$ cat src/rtl/pff_pkg.sv
package pff_pkg;

   typedef enum logic [2:0] {
      FT_NONE  = 3'd0,
      FT_SA0   = 3'd1,
      FT_SA1   = 3'd2,
      FT_INV   = 3'd3,
      FT_OPEN  = 3'd4,
      FT_SHORT = 3'd5
   } fault_e;

   typedef enum logic [1:0] {
      ST_IDLE,
      ST_ARMED,
      ST_ACTIVE
   } win_state_e;

   localparam logic [2:0] IX_TYPES = 3'd0;
   localparam logic [2:0] IX_SEL   = 3'd1;
   localparam logic [2:0] IX_AVAL  = 3'd2;
   localparam logic [2:0] IX_AMSK  = 3'd3;
   localparam logic [2:0] IX_DVAL  = 3'd4;
   localparam logic [2:0] IX_DMSK  = 3'd5;
   localparam logic [2:0] IX_CTRL  = 3'd6;
   localparam logic [2:0] IX_CMD   = 3'd7;

   localparam int CTRL_UNIT_BIT = 16;
   localparam int CTRL_BUS_BIT  = 17;

endpackage

$ cat src/rtl/pff_cfg.sv
module pff_cfg
   import pff_pkg::*;
#(
   parameter int NPROBE = 8,
   parameter int AW     = 32,
   parameter int DW     = 32,
   parameter int DURW   = 16
) (
   input  logic                clk,
   input  logic                rst_n,
   input  logic                cfg_we,
   input  logic [2:0]          cfg_addr,
   input  logic [31:0]         cfg_wdata,
   output logic [3*NPROBE-1:0] lv_types,
   output logic [NPROBE-1:0]   lv_sel,
   output logic [AW-1:0]       lv_aval,
   output logic [AW-1:0]       lv_amsk,
   output logic [DW-1:0]       lv_dval,
   output logic [DW-1:0]       lv_dmsk,
   output logic [DURW-1:0]     lv_len,
   output logic                lv_unit,
   output logic                lv_bus,
   output logic                arm_p,
   output logic                rel_p
);
   localparam int TYW = 3 * NPROBE;

   logic [TYW-1:0]    sh_types;
   logic [NPROBE-1:0] sh_sel;
   logic [AW-1:0]     sh_aval, sh_amsk;
   logic [DW-1:0]     sh_dval, sh_dmsk;
   logic [DURW-1:0]   sh_len;
   logic              sh_unit, sh_bus;

   logic cmd_wr;
   assign cmd_wr = cfg_we && (cfg_addr == IX_CMD);
   assign rel_p  = cmd_wr && cfg_wdata[1];
   assign arm_p  = cmd_wr && cfg_wdata[0] && !cfg_wdata[1];

   always_ff @(posedge clk or negedge rst_n) begin
      if (!rst_n) begin
         sh_types <= '0;
         sh_sel   <= '0;
         sh_aval  <= '0;
         sh_amsk  <= '0;
         sh_dval  <= '0;
         sh_dmsk  <= '0;
         sh_len   <= '0;
         sh_unit  <= 1'b0;
         sh_bus   <= 1'b0;
      end else if (cfg_we) begin
         case (cfg_addr)
            IX_TYPES: sh_types <= cfg_wdata[TYW-1:0];
            IX_SEL:   sh_sel   <= cfg_wdata[NPROBE-1:0];
            IX_AVAL:  sh_aval  <= cfg_wdata[AW-1:0];
            IX_AMSK:  sh_amsk  <= cfg_wdata[AW-1:0];
            IX_DVAL:  sh_dval  <= cfg_wdata[DW-1:0];
            IX_DMSK:  sh_dmsk  <= cfg_wdata[DW-1:0];
            IX_CTRL: begin
               sh_len  <= cfg_wdata[DURW-1:0];
               sh_unit <= cfg_wdata[CTRL_UNIT_BIT];
               sh_bus  <= cfg_wdata[CTRL_BUS_BIT];
            end
            default: ;
         endcase
      end
   end

   always_ff @(posedge clk or negedge rst_n) begin
      if (!rst_n) begin
         lv_types <= '0;
         lv_sel   <= '0;
         lv_aval  <= '0;
         lv_amsk  <= '0;
         lv_dval  <= '0;
         lv_dmsk  <= '0;
         lv_len   <= '0;
         lv_unit  <= 1'b0;
         lv_bus   <= 1'b0;
      end else if (arm_p) begin
         lv_types <= sh_types;
         lv_sel   <= sh_sel;
         lv_aval  <= sh_aval;
         lv_amsk  <= sh_amsk;
         lv_dval  <= sh_dval;
         lv_dmsk  <= sh_dmsk;
         lv_len   <= sh_len;
         lv_unit  <= sh_unit;
         lv_bus   <= sh_bus;
      end
   end

   // the live bank moves only on an arm command
   a_r2_live_held: assert property (@(posedge clk) disable iff (!rst_n)
      !arm_p |=> ($stable(lv_types) && $stable(lv_sel) && $stable(lv_len)));

endmodule

$ cat src/rtl/pff_trig.sv
module pff_trig #(
   parameter int AW = 32,
   parameter int DW = 32
) (
   input  logic [AW-1:0] bus_addr,
   input  logic [DW-1:0] bus_data,
   input  logic [AW-1:0] aval,
   input  logic [AW-1:0] amsk,
   input  logic [DW-1:0] dval,
   input  logic [DW-1:0] dmsk,
   input  logic          use_data,
   output logic          hit
);
   logic a_hit, d_hit;

   assign a_hit = ((bus_addr ^ aval) & amsk) == '0;
   assign d_hit = ((bus_data ^ dval) & dmsk) == '0;
   assign hit   = use_data ? d_hit : a_hit;

endmodule

$ cat src/rtl/pff_window.sv
module pff_window
   import pff_pkg::*;
#(
   parameter int DURW     = 16,
   parameter int TICK_DIV = 4
) (
   input  logic            clk,
   input  logic            rst_n,
   input  logic            arm_p,
   input  logic            rel_p,
   input  logic            hit,
   input  logic            cyc_stb,
   input  logic [DURW-1:0] len,
   input  logic            unit_time,
   output logic            active,
   output logic            fire
);
   localparam int TW = (TICK_DIV > 1) ? $clog2(TICK_DIV) : 1;
   localparam logic [TW-1:0] TLAST = TW'(TICK_DIV - 1);

   win_state_e      state;
   logic [DURW-1:0] remain;
   logic [TW-1:0]   tick_cnt;
   logic            tick, evt;

   assign tick   = (tick_cnt == TLAST);
   assign evt    = unit_time ? tick : cyc_stb;
   assign fire   = (state == ST_ARMED) && cyc_stb && hit && !rel_p && !arm_p;
   assign active = (state == ST_ACTIVE);

   always_ff @(posedge clk or negedge rst_n) begin
      if (!rst_n) begin
         state    <= ST_IDLE;
         remain   <= '0;
         tick_cnt <= '0;
      end else if (rel_p) begin
         state <= ST_IDLE;
      end else if (arm_p) begin
         state <= ST_ARMED;
      end else begin
         case (state)
            ST_ARMED: if (fire) begin
               state    <= ST_ACTIVE;
               remain   <= len;
               tick_cnt <= '0;
            end
            ST_ACTIVE: begin
               tick_cnt <= tick ? '0 : tick_cnt + 1'b1;
               if (remain != '0 && evt) begin
                  if (remain == DURW'(1)) state <= ST_IDLE;
                  remain <= remain - 1'b1;
               end
            end
            default: ;
         endcase
      end
   end

   // a release leaves the block idle on the next cycle
   a_r11_release_idles: assert property (@(posedge clk) disable iff (!rst_n)
      rel_p |=> (state == ST_IDLE));

   // a zero-length window never ends by itself
   a_r10_permanent_holds: assert property (@(posedge clk) disable iff (!rst_n)
      (active && remain == '0 && !rel_p && !arm_p) |=> active);

   // entry into the window needs a strobe and a bus match
   a_r3_entry_on_match: assert property (@(posedge clk) disable iff (!rst_n)
      (active && !$past(active)) |-> ($past(cyc_stb) && $past(hit)));

   // last counted strobe closes a cycle-counted window
   a_r8_last_strobe_closes: assert property (@(posedge clk) disable iff (!rst_n)
      (active && !unit_time && remain == DURW'(1) && cyc_stb && !rel_p && !arm_p)
      |=> !active);

endmodule

$ cat src/rtl/pff_drive.sv
module pff_drive
   import pff_pkg::*;
#(
   parameter int NPROBE = 8
) (
   input  logic                clk,
   input  logic                rst_n,
   input  logic                active,
   input  logic                fire,
   input  logic [3*NPROBE-1:0] types,
   input  logic [NPROBE-1:0]   sel,
   input  logic [NPROBE-1:0]   pin_in,
   output logic [NPROBE-1:0]   drv_val,
   output logic [NPROBE-1:0]   drv_en,
   output logic [NPROBE-1:0]   disc,
   output logic [(NPROBE+1)/2-1:0] bridge
);
   localparam int NPAIR = (NPROBE + 1) / 2;

   logic [NPROBE-1:0] snap;
   logic [NPROBE-1:0] shrt;

   always_ff @(posedge clk or negedge rst_n) begin
      if (!rst_n)    snap <= '0;
      else if (fire) snap <= pin_in;
   end

   for (genvar i = 0; i < NPROBE; i++) begin : g_probe
      fault_e ft;
      always_comb begin
         ft         = fault_e'(types[3*i +: 3]);
         drv_en[i]  = 1'b0;
         drv_val[i] = 1'b0;
         disc[i]    = 1'b0;
         shrt[i]    = 1'b0;
         if (active && sel[i]) begin
            case (ft)
               FT_SA0:   drv_en[i] = 1'b1;
               FT_SA1:   begin drv_en[i] = 1'b1; drv_val[i] = 1'b1; end
               FT_INV:   begin drv_en[i] = 1'b1; drv_val[i] = ~snap[i]; end
               FT_OPEN:  disc[i] = 1'b1;
               FT_SHORT: shrt[i] = 1'b1;
               default:  ;
            endcase
         end
      end
   end

   for (genvar p = 0; p < NPAIR; p++) begin : g_pair
      if (2*p + 1 < NPROBE) begin : g_full
         assign bridge[p] = shrt[2*p] | shrt[2*p+1];
      end else begin : g_half
         assign bridge[p] = shrt[2*p];
      end
   end

   // nothing reaches the actuators outside a window
   a_r1_quiet_when_idle: assert property (@(posedge clk) disable iff (!rst_n)
      !active |-> (drv_en == '0 && disc == '0 && bridge == '0));

   // the invert snapshot is frozen while the window is open
   a_r5_snapshot_held: assert property (@(posedge clk) disable iff (!rst_n)
      (active && $past(active)) |-> $stable(snap));

endmodule

$ cat src/rtl/pff_ctrl.sv
module pff_ctrl
   import pff_pkg::*;
#(
   parameter int NPROBE   = 8,
   parameter int AW       = 32,
   parameter int DW       = 32,
   parameter int DURW     = 16,
   parameter int TICK_DIV = 4
) (
   input  logic                      clk,
   input  logic                      rst_n,
   input  logic                      cfg_we,
   input  logic [2:0]                cfg_addr,
   input  logic [31:0]               cfg_wdata,
   input  logic [AW-1:0]             bus_addr,
   input  logic [DW-1:0]             bus_data,
   input  logic                      cyc_stb,
   input  logic [NPROBE-1:0]         pin_in,
   output logic [NPROBE-1:0]         drv_val,
   output logic [NPROBE-1:0]         drv_en,
   output logic [NPROBE-1:0]         disc,
   output logic [(NPROBE+1)/2-1:0]   bridge,
   output logic                      fault_active
);
   if (NPROBE < 2 || 3*NPROBE > 32) begin : g_bad_nprobe
      $error("pff_ctrl: NPROBE must lie in 2..10");
   end
   if (AW < 1 || AW > 32 || DW < 1 || DW > 32) begin : g_bad_bus
      $error("pff_ctrl: bus widths must lie in 1..32");
   end
   if (DURW < 1 || DURW > CTRL_UNIT_BIT) begin : g_bad_len
      $error("pff_ctrl: DURW must lie in 1..16");
   end
   if (TICK_DIV < 1) begin : g_bad_tick
      $error("pff_ctrl: TICK_DIV must be at least 1");
   end

   logic [3*NPROBE-1:0] lv_types;
   logic [NPROBE-1:0]   lv_sel;
   logic [AW-1:0]       lv_aval, lv_amsk;
   logic [DW-1:0]       lv_dval, lv_dmsk;
   logic [DURW-1:0]     lv_len;
   logic                lv_unit, lv_bus, arm_p, rel_p, hit, fire, active;

   pff_cfg #(.NPROBE(NPROBE), .AW(AW), .DW(DW), .DURW(DURW)) u_cfg (
      .clk, .rst_n, .cfg_we, .cfg_addr, .cfg_wdata,
      .lv_types, .lv_sel, .lv_aval, .lv_amsk, .lv_dval, .lv_dmsk,
      .lv_len, .lv_unit, .lv_bus, .arm_p, .rel_p
   );

   pff_trig #(.AW(AW), .DW(DW)) u_trig (
      .bus_addr, .bus_data, .aval(lv_aval), .amsk(lv_amsk),
      .dval(lv_dval), .dmsk(lv_dmsk), .use_data(lv_bus), .hit
   );

   pff_window #(.DURW(DURW), .TICK_DIV(TICK_DIV)) u_win (
      .clk, .rst_n, .arm_p, .rel_p, .hit, .cyc_stb,
      .len(lv_len), .unit_time(lv_unit), .active, .fire
   );

   pff_drive #(.NPROBE(NPROBE)) u_drv (
      .clk, .rst_n, .active, .fire, .types(lv_types), .sel(lv_sel),
      .pin_in, .drv_val, .drv_en, .disc, .bridge
   );

   assign fault_active = active;

endmodule

$ cat config.mk
export PLATFORM = sky130hd
export DESIGN_NAME = pff_ctrl
export DESIGN_NICKNAME = d
export VERILOG_FILES = /design/src/rtl/pff_pkg.sv /design/src/rtl/pff_cfg.sv /design/src/rtl/pff_trig.sv /design/src/rtl/pff_window.sv /design/src/rtl/pff_drive.sv /design/src/rtl/pff_ctrl.sv
export SDC_FILE = /design/constraint.sdc
export NUM_CORES = 1
export LEC_CHECK = 0
export BUFFER_PORTS_ARGS = -buffer_cell sky130_fd_sc_hd__buf_4
export CORE_MARGIN = 2
export CORE_UTILIZATION = 45
export CTS_CLUSTER_SIZE = 25
export DETAILED_ROUTE_END_ITERATION = 10
export PLACE_DENSITY = 0.75
export RECOVER_POWER = 25
export SLEW_MARGIN = 20
export SYNTH_ARGS = -nofsm -noshare
export SYNTH_HDL_FRONTEND = slang
export SYNTH_SLANG_ARGS = --single-unit
$ cat constraint.sdc
create_clock -name clk -period 3.17 [get_ports clk]
set_input_delay 0.951 -clock clk [delete_from_list [all_inputs] [get_ports clk]]
set_output_delay 0.951 -clock clk [all_outputs]
set_load 0.1 [all_outputs]
==> summary.txt <==
Synth
  – Library cells used by synthesis: 56
  – Average cell area after synthesis: 14.51 um2
  – Number of flops mapped to enable cells by yosys: 0
  – Flip-flop and latch count after synthesis: 384
  – Number of warning messages in the yosys log: 0
  – Post-Syn Instances: 1102
  – Netlist Area Pre-Place: 15990 um2
  – Top_reg_cell synth: sky130_fd_sc_hd__dfrtp_1
  – Share of flip-flops with an asynchronous set or reset: 100.0%
  – Synthesized net count: 1218
  – Sequential cell area fraction in the yosys report: 60.08%

Final layout
  – Net count, final: 1389
  – Share of layout cells above drive strength 1: 49.54%
  – Most common cell after layout, fill and taps aside: sky130_fd_sc_hd__dfrtp_1
  – Synth-to-Final Area Change: 21.87%
  – Diode insertion count for antenna repair: 0
  – Most used cells in the layout excluding fill and tap cells: sky130_fd_sc_hd__dfrtp_1 (384), sky130_fd_sc_hd__mux2_2 (359), sky130_fd_sc_hd__buf_4 (153)
  – Post-Layout Inst Area: 19490 um2

Timing
  – Remaining max-slew budget at the tightest pin: 0.7299%
  – Portion of the clock cycle consumed by the worst path in the final layout: 96.03%
  – Clk_skew: 0.02711 ns
  – Post-route worst hold slack: 0.4771 ns
  – # setup viols final: 0
  – Maximum clock rate: 328.5 MHz
  – Shortest clock period the worst path allows after layout: 3.044 ns
  – Actual slew at the worst max-slew pin: 1.489 ns
  – Hold Vio Cnt, Final: 0
  – Unrepaired setup endpoints after global routing: no
  – Count of final max-slew check failures: 0

Power and ir drop
  – Static leakage: 0.008978 uW
  – Final Total Pwr: 14900 uW
  – Total power per unit cell area: 764.5 nW/um2
  – Peak supply drop: 0.0005288 V

Die
  – Core Rows: 69
  – Floorplan die height: 192.5 um
  – Initial standard-cell utilization of the core: 45.29%
  – Total Die Area: 37060 um2
  – Core Region: 35310 um2
  – Die span in x: 192.5 um
  – I/O pin count: 140

Clock network
  – TritonCTS clock tree: yes
  – Clock buffer count from CTS: 41
  – Clock root buffer master: sky130_fd_sc_hd__clkbuf_16
  – Clock latency of the later-clocked register in the worst-skew pair: 0.55 ns
  – Count of clock tree sinks: 384
  – Level count of the clock H-tree: 2
  – Clock edge transition at the registers on the reported setup and hold paths: 0.06 ns
  – Setup bufs post-CTS: 0
  – Number of buffers on the longest clock path: 3

Detailed routing
  – Average wire length per cell after detail routing: 20.96 um
  – Via count: 9661
  – Number of violations reported at the end of detailed-routing iteration 0: 515
  – Total wirelength of the detailed-routed design: 37.00 mm
  – Residual DRC: 0
  – Residual antenna-violating net count after detailed routing: 0
  – Drt first pass iters: 6
  – Via density per instance: 5.474

Placed design
  – Post-detail-place hpwl: 24.49 mm
  – Final RePlAce weighted congestion: 0.7731
  – Area after DPL: 18130 um2
  – Port-buffer cells: 139

Critical path
  – Critical path type: flop to output port
  – Crit path capture type: output port
  – Startpoint class of the critical path: flop
  – Crit-path slowest cell: sky130_fd_sc_hd__dfrtp_1
  – WP data arrival: 2.09 ns
  – Crit path required time: 2.22 ns
  – CP Max Fanout: 11
  – Critical Path Max Stage Delay: 0.40 ns
  – Critical-path cell list: inv_2 > ha_4 > nand2_1 > nor3b_1 > nor2b_4 > buf_6

GRT
  – Global-route wire length before repair: 57.33 mm
  – Remaining global-route overflow: 0
  – Antenna violations before repair: 2
  – Maximum number of pins on one net before global-route repair: 84
  – Via count of the first global-routing pass: 10019
  – Aggregate global-route resource usage: 20.40%

Min path
  – Hold Crit Class: flop to flop

Run status
  – Outcome: finished clean

Flow run
  – Count of maximum capacitance violations: 0
-- where the power goes --
| part | leakage (uW) | total [uW] | switching, uW | internal, uW |
|---|---|---|---|---|
| combinational | 0.00346 | 3190 | 1580 | 1610 |
| clock | 0.000691 | 4850 | 1960 | 2900 |
| sequential | 0.00483 | 6850 | 774 | 6080 |
-- per-layer routing --
layer / routed length, um / vias up / GRT usage, %
li1: - / 4317 / -
met1: 16640 / 5092 / 28.37
met2: 18010 / 202 / 33.54
met3: 1642 / 48 / 3.401
met4: 688 / 2 / 4.962
met5: 16 / - / 0
-- synthesized netlist by cell type (all sizes together) (2+ instances only) --
cell type,n,share of area (%)
a2111oi,2,0.11
a211o,2,0.11
a211oi,2,0.094
a21o,4,0.19
a21oi,13,0.43
a221o,7,0.44
a221oi,4,0.22
a222oi,2,0.13
a22o,6,0.33
a22oi,21,1.1
a32o,4,0.25
and2,3,0.12
and3,6,0.23
buf,8,0.36
clkbuf,39,0.92
dfrtp,384,60
ha,5,0.39
inv,12,0.28
mux2,361,25
mux2i,4,0.25
nand2,37,0.87
nand3,4,0.13
nand4,7,0.31
nand4b,4,0.22
nor2,20,0.49
nor2b,6,0.23
nor3,25,0.85
nor3b,10,0.47
nor4,5,0.20
o21a,4,0.19
o21ai,9,0.28
o21bai,2,0.094
o22ai,4,0.16
or3,2,0.078
xor2,64,3.5
-- repair_timing --
item / CTS / global route
endpoints found under the setup margin: 2 / 10
gates resized for setup: 1 / 10
hold endpoints to repair: 0 / 0
hold buffers: 0 / 0
-- flip-flops by register name (all words and copies together) (netlist names), 2 cells and up --
signal	cells
u_cfg.lv_amsk	32
u_cfg.lv_aval	32
u_cfg.lv_dmsk	32
u_cfg.lv_dval	32
u_cfg.lv_len	16
u_cfg.lv_sel	8
u_cfg.lv_types	24
u_cfg.sh_amsk	32
u_cfg.sh_aval	32
u_cfg.sh_dmsk	32
u_cfg.sh_dval	32
u_cfg.sh_len	16
u_cfg.sh_sel	8
u_cfg.sh_types	24
u_drv.snap	8
u_win.remain	16
u_win.state	2
u_win.tick_cnt	2
-- cell type report --
| type | instances | area (um2) |
|---|---|---|
| well taps | 461 | 576.8 |
| inverters | 13 | 48.80 |
| multi-input cells | 658 | 6442 |
| flip-flops and latches | 384 | 9609 |
| repair buffers | 175 | 1428 |
| fillers | 2801 | 15820 |
| clock buffers | 57 | 1196 |
| clock inverters | 17 | 188.9 |
-- worst paths after layout --
check / depth (start not counted) / slack (ns) / to / startpoint
max in group asynchronous: 2 / 0.60 / u_cfg.sh_amsk[10]$_DFFE_PN0P_ / rst_n
worst min register to register: 1 / 0.48 / u_cfg.lv_dmsk[24]$_DFFE_PN0P_ / u_cfg.sh_dmsk[24]$_DFFE_PN0P_
min in group asynchronous: 1 / 0.75 / u_cfg.lv_amsk[11]$_DFFE_PN0P_ / rst_n
worst max register to register: 10 / 0.55 / u_win.remain[3]$_DFFE_PN0P_ / u_cfg.lv_aval[16]$_DFFE_PN0P_
worst max-delay path: 6 / 0.13 / disc[5] / u_win.state[0]$_DFFE_PN0P_
worst min-delay path: 1 / 0.48 / u_cfg.lv_dmsk[24]$_DFFE_PN0P_ / u_cfg.sh_dmsk[24]$_DFFE_PN0P_
-- kinds of logic (layout without fill, tap and decap cells) --
family | count (synthesis) | count (layout) | synth area share (%)
adder cells (fa/ha/maj) | 5 | 5 | 0.3912
flip-flops | 384 | 384 | 60.08
AO/OA/AOI/OAI | 89 | 89 | 4.248
XOR/XNOR | 64 | 64 | 3.505
buffers and inverters | 60 | 262 | 1.580
AND/OR/NAND/NOR | 135 | 135 | 4.499
multiplexers | 365 | 365 | 25.69
-- stage by stage --
step / TNS [ns] / worst slack [ns] / util, % / std cells
finish: 0 / 0.1260 / 55.20 / 1765
CTS: 0 / 0.02515 / 55.28 / 1765
global route: 0 / 0.004404 / 55.20 / 1765
global placement: -0.3697 / -0.05253 / 51.34 / 1691
floorplan: -0.3153 / -0.1577 / - / 1102
detailed placement: -0.8560 / -0.1102 / 51.34 / 1691
-- critical path, delay by kind of cell, from the launching register on --
family        cells  cell delay, ns
flops             1            0.40
buf+inv           2            0.30
simple gates      3            0.59
fa+ha+maj         1            0.26
No activity file was read; power rests on OpenSTA's default activity.
